### src/rtl/rmc_pkg.sv
// Package: shared constants, scope type and decode functions for the
// reset management controller. Assumes byte-addressed 32-bit registers.
package rmc_pkg;

    localparam int REG_W    = 32;
    localparam int NUM_SRC  = 4;   // wdog, lockup, sysreq, pin
    localparam int NUM_DOM  = 4;   // main, rtc, lpt, dbg
    localparam int MODE_W   = 3;
    localparam int MODE_STRIDE = 4;

    // Source indices (also the mode field index in the control register)
    localparam int SRC_WDOG   = 0;
    localparam int SRC_LOCKUP = 1;
    localparam int SRC_SYSREQ = 2;
    localparam int SRC_PIN    = 3;

    // Domain indices
    localparam int DOM_MAIN = 0;
    localparam int DOM_RTC  = 1;
    localparam int DOM_LPT  = 2;
    localparam int DOM_DBG  = 3;

    // Register byte offsets
    localparam int OFS_CTRL  = 'h00;
    localparam int OFS_CAUSE = 'h04;
    localparam int OFS_CMD   = 'h08;
    localparam int OFS_LOCK  = 'h10;

    localparam logic [15:0] UNLOCK_KEY = 16'hE084;

    // Reset-state field position
    localparam int RSTATE_LSB = 24;
    localparam int RSTATE_W   = 2;

    // Cause bit positions
    localparam int CB_POR       = 0;
    localparam int CB_BOD_A     = 2;
    localparam int CB_BOD_D     = 3;
    localparam int CB_BOD_DEC   = 4;
    localparam int CB_PIN       = 8;
    localparam int CB_LOCKUP    = 9;
    localparam int CB_SYSREQ    = 10;
    localparam int CB_WDOG      = 11;
    localparam int CB_BACKUP    = 12;
    localparam int CB_DEEPSLEEP = 16;

    typedef enum logic [1:0] {
        SCOPE_NONE,
        SCOPE_LIMITED,
        SCOPE_EXTENDED,
        SCOPE_FULL
    } scope_e;

    // Map a mode field to a scope; undefined codes block.
    function automatic scope_e mode_to_scope(input logic [MODE_W-1:0] m);
        case (m)
            3'd1:    return SCOPE_LIMITED;
            3'd2:    return SCOPE_EXTENDED;
            3'd4:    return SCOPE_FULL;
            default: return SCOPE_NONE;
        endcase
    endfunction

    // Domains covered by a scope; each wider scope is a superset.
    function automatic logic [NUM_DOM-1:0] scope_to_domains(input scope_e s);
        logic [NUM_DOM-1:0] d;
        d = '0;
        if (s != SCOPE_NONE)                         d[DOM_MAIN] = 1'b1;
        if (s == SCOPE_EXTENDED || s == SCOPE_FULL)  d[DOM_RTC]  = 1'b1;
        if (s == SCOPE_FULL) begin
            d[DOM_LPT] = 1'b1;
            d[DOM_DBG] = 1'b1;
        end
        return d;
    endfunction

    // Cause bit recorded for each request source.
    function automatic int src_cause_bit(input int src);
        case (src)
            SRC_WDOG:   return CB_WDOG;
            SRC_LOCKUP: return CB_LOCKUP;
            SRC_SYSREQ: return CB_SYSREQ;
            default:    return CB_PIN;
        endcase
    endfunction

endpackage

### src/rtl/rmc_regs.sv
// Register file: control (mode fields + reset-state), lock state,
// command decode and read-back mux. Assumes one access per cycle and
// combinational reads. Control writes are dropped while locked.
module rmc_regs
    import rmc_pkg::*;
#(
    parameter int ADDR_W = 10
) (
    input  logic                      clk,
    input  logic                      rst_n,
    input  logic                      reg_we,
    input  logic [ADDR_W-1:0]         reg_addr,
    input  logic [REG_W-1:0]          reg_wdata,
    input  logic [REG_W-1:0]          cause_i,
    output logic [NUM_SRC*MODE_W-1:0] modes_o,
    output logic                      cause_clr_o,
    output logic [REG_W-1:0]          reg_rdata
);

    // Mask of implemented control bits, derived from field positions
    function automatic logic [REG_W-1:0] ctrl_mask();
        logic [REG_W-1:0] m;
        m = '0;
        for (int s = 0; s < NUM_SRC; s++) begin
            for (int b = 0; b < MODE_W; b++) begin
                m[s*MODE_STRIDE + b] = 1'b1;
            end
        end
        for (int b = 0; b < RSTATE_W; b++) begin
            m[RSTATE_LSB + b] = 1'b1;
        end
        return m;
    endfunction

    localparam logic [REG_W-1:0] CTRL_MASK = ctrl_mask();

    logic [REG_W-1:0] ctrl_q;
    logic             locked_q;
    logic             hit_ctrl, hit_cause, hit_cmd, hit_lock;

    // Address decode
    always_comb begin
        hit_ctrl  = (reg_addr == ADDR_W'(OFS_CTRL));
        hit_cause = (reg_addr == ADDR_W'(OFS_CAUSE));
        hit_cmd   = (reg_addr == ADDR_W'(OFS_CMD));
        hit_lock  = (reg_addr == ADDR_W'(OFS_LOCK));
    end

    // Control register, writable only when unlocked
    always_ff @(posedge clk) begin
        if (!rst_n) begin
            ctrl_q <= '0;
        end else if (reg_we && hit_ctrl && !locked_q) begin
            ctrl_q <= reg_wdata & CTRL_MASK;
        end
    end

    // Lock state: the key unlocks, any other value locks
    always_ff @(posedge clk) begin
        if (!rst_n) begin
            locked_q <= 1'b0;
        end else if (reg_we && hit_lock) begin
            locked_q <= (reg_wdata[15:0] != UNLOCK_KEY);
        end
    end

    // Extract the per-source mode fields
    always_comb begin
        for (int s = 0; s < NUM_SRC; s++) begin
            modes_o[s*MODE_W +: MODE_W] = ctrl_q[s*MODE_STRIDE +: MODE_W];
        end
    end

    // Command decode: clear request for the cause register
    always_comb cause_clr_o = reg_we && hit_cmd && reg_wdata[0];

    // Read-back mux; command and unmapped offsets read zero
    always_comb begin
        reg_rdata = '0;
        if (hit_ctrl)  reg_rdata = ctrl_q;
        if (hit_cause) reg_rdata = cause_i;
        if (hit_lock)  reg_rdata = {{(REG_W-1){1'b0}}, locked_q};
    end

    AST_LOCK_HOLDS_CTRL: assert property (@(posedge clk) disable iff (!rst_n)
        (locked_q && reg_we && hit_ctrl) |=> $stable(ctrl_q));
    AST_KEY_UNLOCKS: assert property (@(posedge clk) disable iff (!rst_n)
        (reg_we && hit_lock && reg_wdata[15:0] == UNLOCK_KEY) |=> (reg_rdata[0] == 1'b0 || !hit_lock));
    AST_CMD_READS_ZERO: assert property (@(posedge clk) disable iff (!rst_n)
        hit_cmd |-> (reg_rdata == '0));

endmodule

### src/rtl/rmc_cause.sv
// Sticky reset-cause register. Events OR into the held value; a clear
// command empties it but same-cycle events survive; power-on overrides
// everything and leaves only the power-on bit.
module rmc_cause
    import rmc_pkg::*;
(
    input  logic             clk,
    input  logic             rst_n,
    input  logic             por_i,
    input  logic             clr_i,
    input  logic [REG_W-1:0] evt_i,
    output logic [REG_W-1:0] cause_o
);

    logic [REG_W-1:0] cause_q;

    // Cause update: power-on first, then clear, then accumulate
    always_ff @(posedge clk) begin
        if (!rst_n) begin
            cause_q <= '0;
        end else if (por_i) begin
            cause_q <= REG_W'(1) << CB_POR;
        end else begin
            cause_q <= (clr_i ? '0 : cause_q) | evt_i;
        end
    end

    assign cause_o = cause_q;

    AST_POR_ONLY_BIT: assert property (@(posedge clk) disable iff (!rst_n)
        por_i |=> (cause_q == (REG_W'(1) << CB_POR)));
    AST_CAUSE_STICKY: assert property (@(posedge clk) disable iff (!rst_n)
        (!por_i && !clr_i) |=> ((cause_q & $past(cause_q)) == $past(cause_q)));
    AST_CLEAR_EMPTIES: assert property (@(posedge clk) disable iff (!rst_n)
        (!por_i && clr_i && evt_i == '0) |=> (cause_q == '0));

endmodule

### src/rtl/rmc_pulse.sv
// Per-domain reset pulse generators. A trigger (re)loads a down-counter
// to PULSE_LEN; the domain is held in reset while the counter is non-zero.
module rmc_pulse #(
    parameter int NUM_DOM   = 4,
    parameter int PULSE_LEN = 4
) (
    input  logic               clk,
    input  logic               rst_n,
    input  logic [NUM_DOM-1:0] trig_i,
    output logic [NUM_DOM-1:0] active_o
);

    localparam int CNT_W = $clog2(PULSE_LEN + 1);

    for (genvar d = 0; d < NUM_DOM; d++) begin : g_dom
        logic [CNT_W-1:0] cnt_q;

        // Down-counter for one domain, reloaded on trigger
        always_ff @(posedge clk) begin
            if (!rst_n) begin
                cnt_q <= '0;
            end else if (trig_i[d]) begin
                cnt_q <= CNT_W'(PULSE_LEN);
            end else if (cnt_q != '0) begin
                cnt_q <= cnt_q - 1'b1;
            end
        end

        assign active_o[d] = (cnt_q != '0);

        AST_PULSE_START: assert property (@(posedge clk) disable iff (!rst_n)
            trig_i[d] |=> active_o[d]);
        AST_PULSE_ENDS: assert property (@(posedge clk) disable iff (!rst_n)
            (cnt_q == CNT_W'(1) && !trig_i[d]) |=> !active_o[d]);
    end

endmodule

### src/rtl/rst_mgmt_ctrl.sv
// Top of the reset management controller. Decodes each source's mode to a
// scope, merges the resulting domain sets with power-on/brown-out (always
// full scope), drives the per-domain pulse generators and feeds the cause
// register. Assumes request inputs are synchronous to clk.
module rst_mgmt_ctrl
    import rmc_pkg::*;
#(
    parameter int ADDR_W    = 10,
    parameter int PULSE_LEN = 4
) (
    input  logic              clk,
    input  logic              rst_n,
    input  logic              wdog_req_i,
    input  logic              lockup_req_i,
    input  logic              sysreq_req_i,
    input  logic              pin_req_i,
    input  logic              por_i,
    input  logic              bod_avdd_i,
    input  logic              bod_dvdd_i,
    input  logic              bod_dec_i,
    input  logic              backup_evt_i,
    input  logic              deepsleep_evt_i,
    input  logic              reg_we,
    input  logic [ADDR_W-1:0] reg_addr,
    input  logic [REG_W-1:0]  reg_wdata,
    output logic [REG_W-1:0]  reg_rdata,
    output logic              main_rst_n,
    output logic              rtc_rst_n,
    output logic              lpt_rst_n,
    output logic              dbg_rst_n
);

    logic [NUM_SRC*MODE_W-1:0] modes;
    logic [NUM_SRC-1:0]        src_req;
    logic [NUM_DOM-1:0]        src_dom [NUM_SRC];
    logic [NUM_SRC-1:0]        src_live;
    logic [NUM_DOM-1:0]        dom_trig;
    logic [NUM_DOM-1:0]        dom_active;
    logic                      full_req;
    logic                      cause_clr;
    logic [REG_W-1:0]          cause_evt;
    logic [REG_W-1:0]          cause_val;

    // Gather the request sources in mode-field order
    always_comb begin
        src_req[SRC_WDOG]   = wdog_req_i;
        src_req[SRC_LOCKUP] = lockup_req_i;
        src_req[SRC_SYSREQ] = sysreq_req_i;
        src_req[SRC_PIN]    = pin_req_i;
    end

    // Per-source scope decode
    for (genvar s = 0; s < NUM_SRC; s++) begin : g_src
        scope_e scope;
        always_comb begin
            scope       = mode_to_scope(modes[s*MODE_W +: MODE_W]);
            src_dom[s]  = src_req[s] ? scope_to_domains(scope) : '0;
            src_live[s] = src_req[s] && (scope != SCOPE_NONE);
        end
    end

    // Merge all requests into one trigger per domain (widest wins)
    always_comb begin
        full_req = por_i | bod_avdd_i | bod_dvdd_i | bod_dec_i;
        dom_trig = full_req ? '1 : '0;
        for (int s = 0; s < NUM_SRC; s++) begin
            dom_trig = dom_trig | src_dom[s];
        end
    end

    // Cause events: live requests plus raw flags
    always_comb begin
        cause_evt = '0;
        for (int s = 0; s < NUM_SRC; s++) begin
            cause_evt[src_cause_bit(s)] = src_live[s];
        end
        cause_evt[CB_BOD_A]     = bod_avdd_i;
        cause_evt[CB_BOD_D]     = bod_dvdd_i;
        cause_evt[CB_BOD_DEC]   = bod_dec_i;
        cause_evt[CB_BACKUP]    = backup_evt_i;
        cause_evt[CB_DEEPSLEEP] = deepsleep_evt_i;
    end

    rmc_regs #(.ADDR_W(ADDR_W)) u_regs (
        .clk         (clk),
        .rst_n       (rst_n),
        .reg_we      (reg_we),
        .reg_addr    (reg_addr),
        .reg_wdata   (reg_wdata),
        .cause_i     (cause_val),
        .modes_o     (modes),
        .cause_clr_o (cause_clr),
        .reg_rdata   (reg_rdata)
    );

    rmc_cause u_cause (
        .clk     (clk),
        .rst_n   (rst_n),
        .por_i   (por_i),
        .clr_i   (cause_clr),
        .evt_i   (cause_evt),
        .cause_o (cause_val)
    );

    rmc_pulse #(.NUM_DOM(NUM_DOM), .PULSE_LEN(PULSE_LEN)) u_pulse (
        .clk      (clk),
        .rst_n    (rst_n),
        .trig_i   (dom_trig),
        .active_o (dom_active)
    );

    // Active-low domain reset outputs
    always_comb begin
        main_rst_n = !dom_active[DOM_MAIN];
        rtc_rst_n  = !dom_active[DOM_RTC];
        lpt_rst_n  = !dom_active[DOM_LPT];
        dbg_rst_n  = !dom_active[DOM_DBG];
    end

    AST_RTC_WITHIN_MAIN: assert property (@(posedge clk) disable iff (!rst_n)
        !rtc_rst_n |-> !main_rst_n);
    AST_LPT_WITHIN_RTC: assert property (@(posedge clk) disable iff (!rst_n)
        !lpt_rst_n |-> !rtc_rst_n);
    AST_DBG_WITH_LPT: assert property (@(posedge clk) disable iff (!rst_n)
        dbg_rst_n == lpt_rst_n);
    AST_FULL_HITS_ALL: assert property (@(posedge clk) disable iff (!rst_n)
        full_req |=> (!main_rst_n && !rtc_rst_n && !lpt_rst_n && !dbg_rst_n));

endmodule

### config.mk
export PLATFORM = sky130hd
export DESIGN_NAME = rst_mgmt_ctrl
export DESIGN_NICKNAME = d
export VERILOG_FILES = /design/src/rtl/rmc_pkg.sv /design/src/rtl/rmc_regs.sv /design/src/rtl/rmc_cause.sv /design/src/rtl/rmc_pulse.sv /design/src/rtl/rst_mgmt_ctrl.sv
export SDC_FILE = /design/constraint.sdc
export NUM_CORES = 1
export LEC_CHECK = 0
export ABC_AREA = 1
export CORE_MARGIN = 5
export CORE_UTILIZATION = 29
export CTS_BUF_LIST = sky130_fd_sc_hd__clkbuf_4 sky130_fd_sc_hd__clkbuf_8 sky130_fd_sc_hd__clkbuf_16
export CTS_CLUSTER_DIAMETER = 200
export CTS_CLUSTER_SIZE = 8
export DETAILED_ROUTE_END_ITERATION = 8
export PLACE_DENSITY = 0.49
export RECOVER_POWER = 100
export SYNTH_ARGS = -nofsm -noshare
export SYNTH_HDL_FRONTEND = slang
export SYNTH_HIERARCHICAL = 1
export SYNTH_SLANG_ARGS = --single-unit
### constraint.sdc
create_clock -name clk -period 3.5 [get_ports clk]
set_clock_uncertainty 0.15 [all_clocks]
set_input_delay 0.525 -clock clk [delete_from_list [all_inputs] [get_ports clk]]
set_output_delay 0.525 -clock clk [all_outputs]
set_load 0.02 [all_outputs]
==> summary.txt <==
Logic synthesis
  – FF+latch count, synth: 59
  – Sequential element share of the synthesized area: 0.331
  – Avg Inst Size Synth: 6.45 um2
  – Most frequent cell after synthesis: nand2_1
  – Fraction of registers with async set/reset: 0
  – Distinct cells, synth: 26
  – Post-synth top flop: dfxtp_1
  – Number of synthesized flops with an enable pin: 0
  – Cell Area, Synth: 0.00357 mm2
  – Synth top area cells: dfxtp_1 33%, nand2_1 16%, inv_1 11%
  – Top cells by count, synth: 153 x nand2_1, 106 x inv_1, 90 x nor2_1
  – Yosys top cell area share: 0.331
  – Mapped Cells: 554
  – Cell taking the most area after synthesis: dfxtp_1
  – Number of synthesis warnings: 6

Detailed routing
  – DR vias/cell: 4.02
  – Vias: 3,269
  – DR WL/cell: 11.0 um
  – Initial drt markers: 132
  – ANT nets after route: 0
  – Drt drc: 0
  – DRT Pass-1 Iters: 4
  – Routed WL: 8900 um

Clocking
  – H-tree depth: 3
  – Clock Root Buffer: clkbuf_16
  – Max clock buf depth: 2
  – Post-CTS repair timing setup buffer count: 0
  – Post-CTS resize count: 0
  – Clk_lat worst skew: 0.32 ns
  – CTS tree: yes
  – CTS buffer count: 9
  – Clk sink count: 59
  – Clk pin slew, worst setup/hold paths: 0.05 ns
  – CTS Hold Bufs: 0

Die
  – Die area: 0.0146 mm2
  – Initial core utilization: 0.296
  – Ports: 91
  – Die H: 121 um
  – Die width: 121 um
  – Row count: 40
  – Core Box Area: 0.0121 mm2

Setup path
  – Worst R2R Start: u_regs/locked_q
  – Setup crit start: reg_addr[1]
  – Req. time, crit path: 2.82 ns
  – Crit Path Category: in2out
  – Maximum fanout along the worst path: 19
  – CP Data Arrival Time: 2.60 ns
  – Type of origin of the critical path: primary input
  – R2R setup slack: 1.41 ns
  – CP Capture Type: primary output

Cells and area
  – Area Growth Syn to Fin: 30.5%
  – Diodes inserted: 0
  – Post-layout nets: 707
  – Fill count: 1,348
  – Non-Filler Instances: 813
  – Finished Core Util: 0.387
  – Ratio of cells with drive above 1 in the final layout: 0.0822

Timing
  – Post-layout min period: 3.28 ns
  – Final setup margin: 0.221 ns
  – Max Freq: 305 MHz
  – Pins Over Slew Limit: 0
  – Slew margin rel.: 0.217
  – Final period utilization: 0.937
  – Setup_tns: 0 ns
  – Unrepaired setup endpoints after global routing: no
  – Endpoints failing setup: 0
  – Slew at the pin closest to its max-slew limit: 1.17 ns
  – Final hold violation count: 0

Placement
  – Detailed placement HPWL: 6570 um
  – Gpl congestion: 0.817
  – Post-Place Worst Slack: 0.252 ns
  – PortBufs: 76
  – Placed cells: 797

GRT
  – Initial antenna violation count: 0
  – Total track usage: 0.126
  – Vias in the first global route: 3,215
  – Gr ovfl total: 0
  – First-pass GRT wire length: 15,000 um
  – Largest net degree at the start of global routing: 33

Power
  – Maximum vdd drop: 215 uV
  – P per Cell Area: 371 mW/mm2
  – Final Power: 1.73 mW
  – Leak: 2.20 nW

Status
  – Status: finished clean

Min path
  – Hold Crit Class: reg2reg
  – Hold Path Origin: u_pulse/g_dom[3].cnt_q[0]

Flow run
  – Max-Cap Viols: 0
[worst max-delay path: stages]
cell and delay [ns]:
clkdlybuf4s50_1 0.40, nor2_1 0.12, nand2_2 0.11, nor2_4 0.23
nand2_2 0.30, nor2_1 0.20, dlygate4sd3_1 0.70
[final cells by class]
class / count / area (um2) / area share
clock buffers: 11 / 246 / 0.0529
clock inverters: 5 / 52.6 / 0.0113
inverters: 111 / 417 / 0.0894
multi-input cells: 379 / 1760 / 0.378
flip-flops and latches: 59 / 1180 / 0.253
well taps: 168 / 210 / 0.0451
repair buffers: 80 / 791 / 0.170
[where the power goes]
part | switching (mW) | internal (mW) | total, mW
sequential | 0.0104 | 0.692 | 0.703
combinational | 0.0756 | 0.0729 | 0.148
clock | 0.306 | 0.574 | 0.880
total | 0.392 | 1.34 | 1.73
[cell usage in the layout, fill, tap and decap left out, types with 9 or more instances in the layout]
| cell type | synthesis | final |
|---|---|---|
| a21oi_1 | 8 | 27 |
| a21oi_2 | 30 | 11 |
| clkbuf_16 | 0 | 9 |
| clkdlybuf4s50_1 | 0 | 42 |
| conb_1 | 1 | 23 |
| dfxtp_1 | 59 | 59 |
| dlygate4sd3_1 | 0 | 34 |
| ha_1 | 12 | 12 |
| inv_1 | 106 | 107 |
| nand2_1 | 153 | 153 |
| nand2_2 | 10 | 10 |
| nand3_1 | 23 | 23 |
| nor2_1 | 90 | 91 |
[through the flow]
step                      hold slack [ns]  instance area, um2
after floorplan                     0.283                3660
after global placement              0.292                4450
after detailed placement            0.297                4450
after CTS                           0.304                4750
after global routing                0.327                4660
final                               0.301                4660
[flip-flops by register name, indices dropped and copies added (netlist names)]
register / count
u_regs/ctrl_q: 14
u_cause/cause_o: 32
u_pulse/g_dom.cnt_q: 12
u_regs/locked_q: 1
[layer usage]
layer,wire length [um],share of wire,GRT usage
met5,0,0,0
met4,74,0.0083,0.0340
met3,362,0.041,0.0284
met2,4140,0.47,0.213
met1,4320,0.49,0.162
[cell families after synthesis]
| logic type | count (synthesis) | share of synthesized area |
|---|---|---|
| compound gates | 47 | 0.0980 |
| other cells | 1 | 0.00105 |
| simple gates | 297 | 0.355 |
| buf+inv | 138 | 0.173 |
| flops | 59 | 0.331 |
| fa+ha+maj | 12 | 0.0420 |
[final timing paths]
path / end / cells after the start
max: reg_rdata[19] / 7
min: u_pulse/g_dom[3].cnt_q[0] / 2
min reg2reg: u_pulse/g_dom[3].cnt_q[0] / 2
max reg2reg: u_regs/ctrl_q[4] / 5
(Power assumes the default switching activity.)
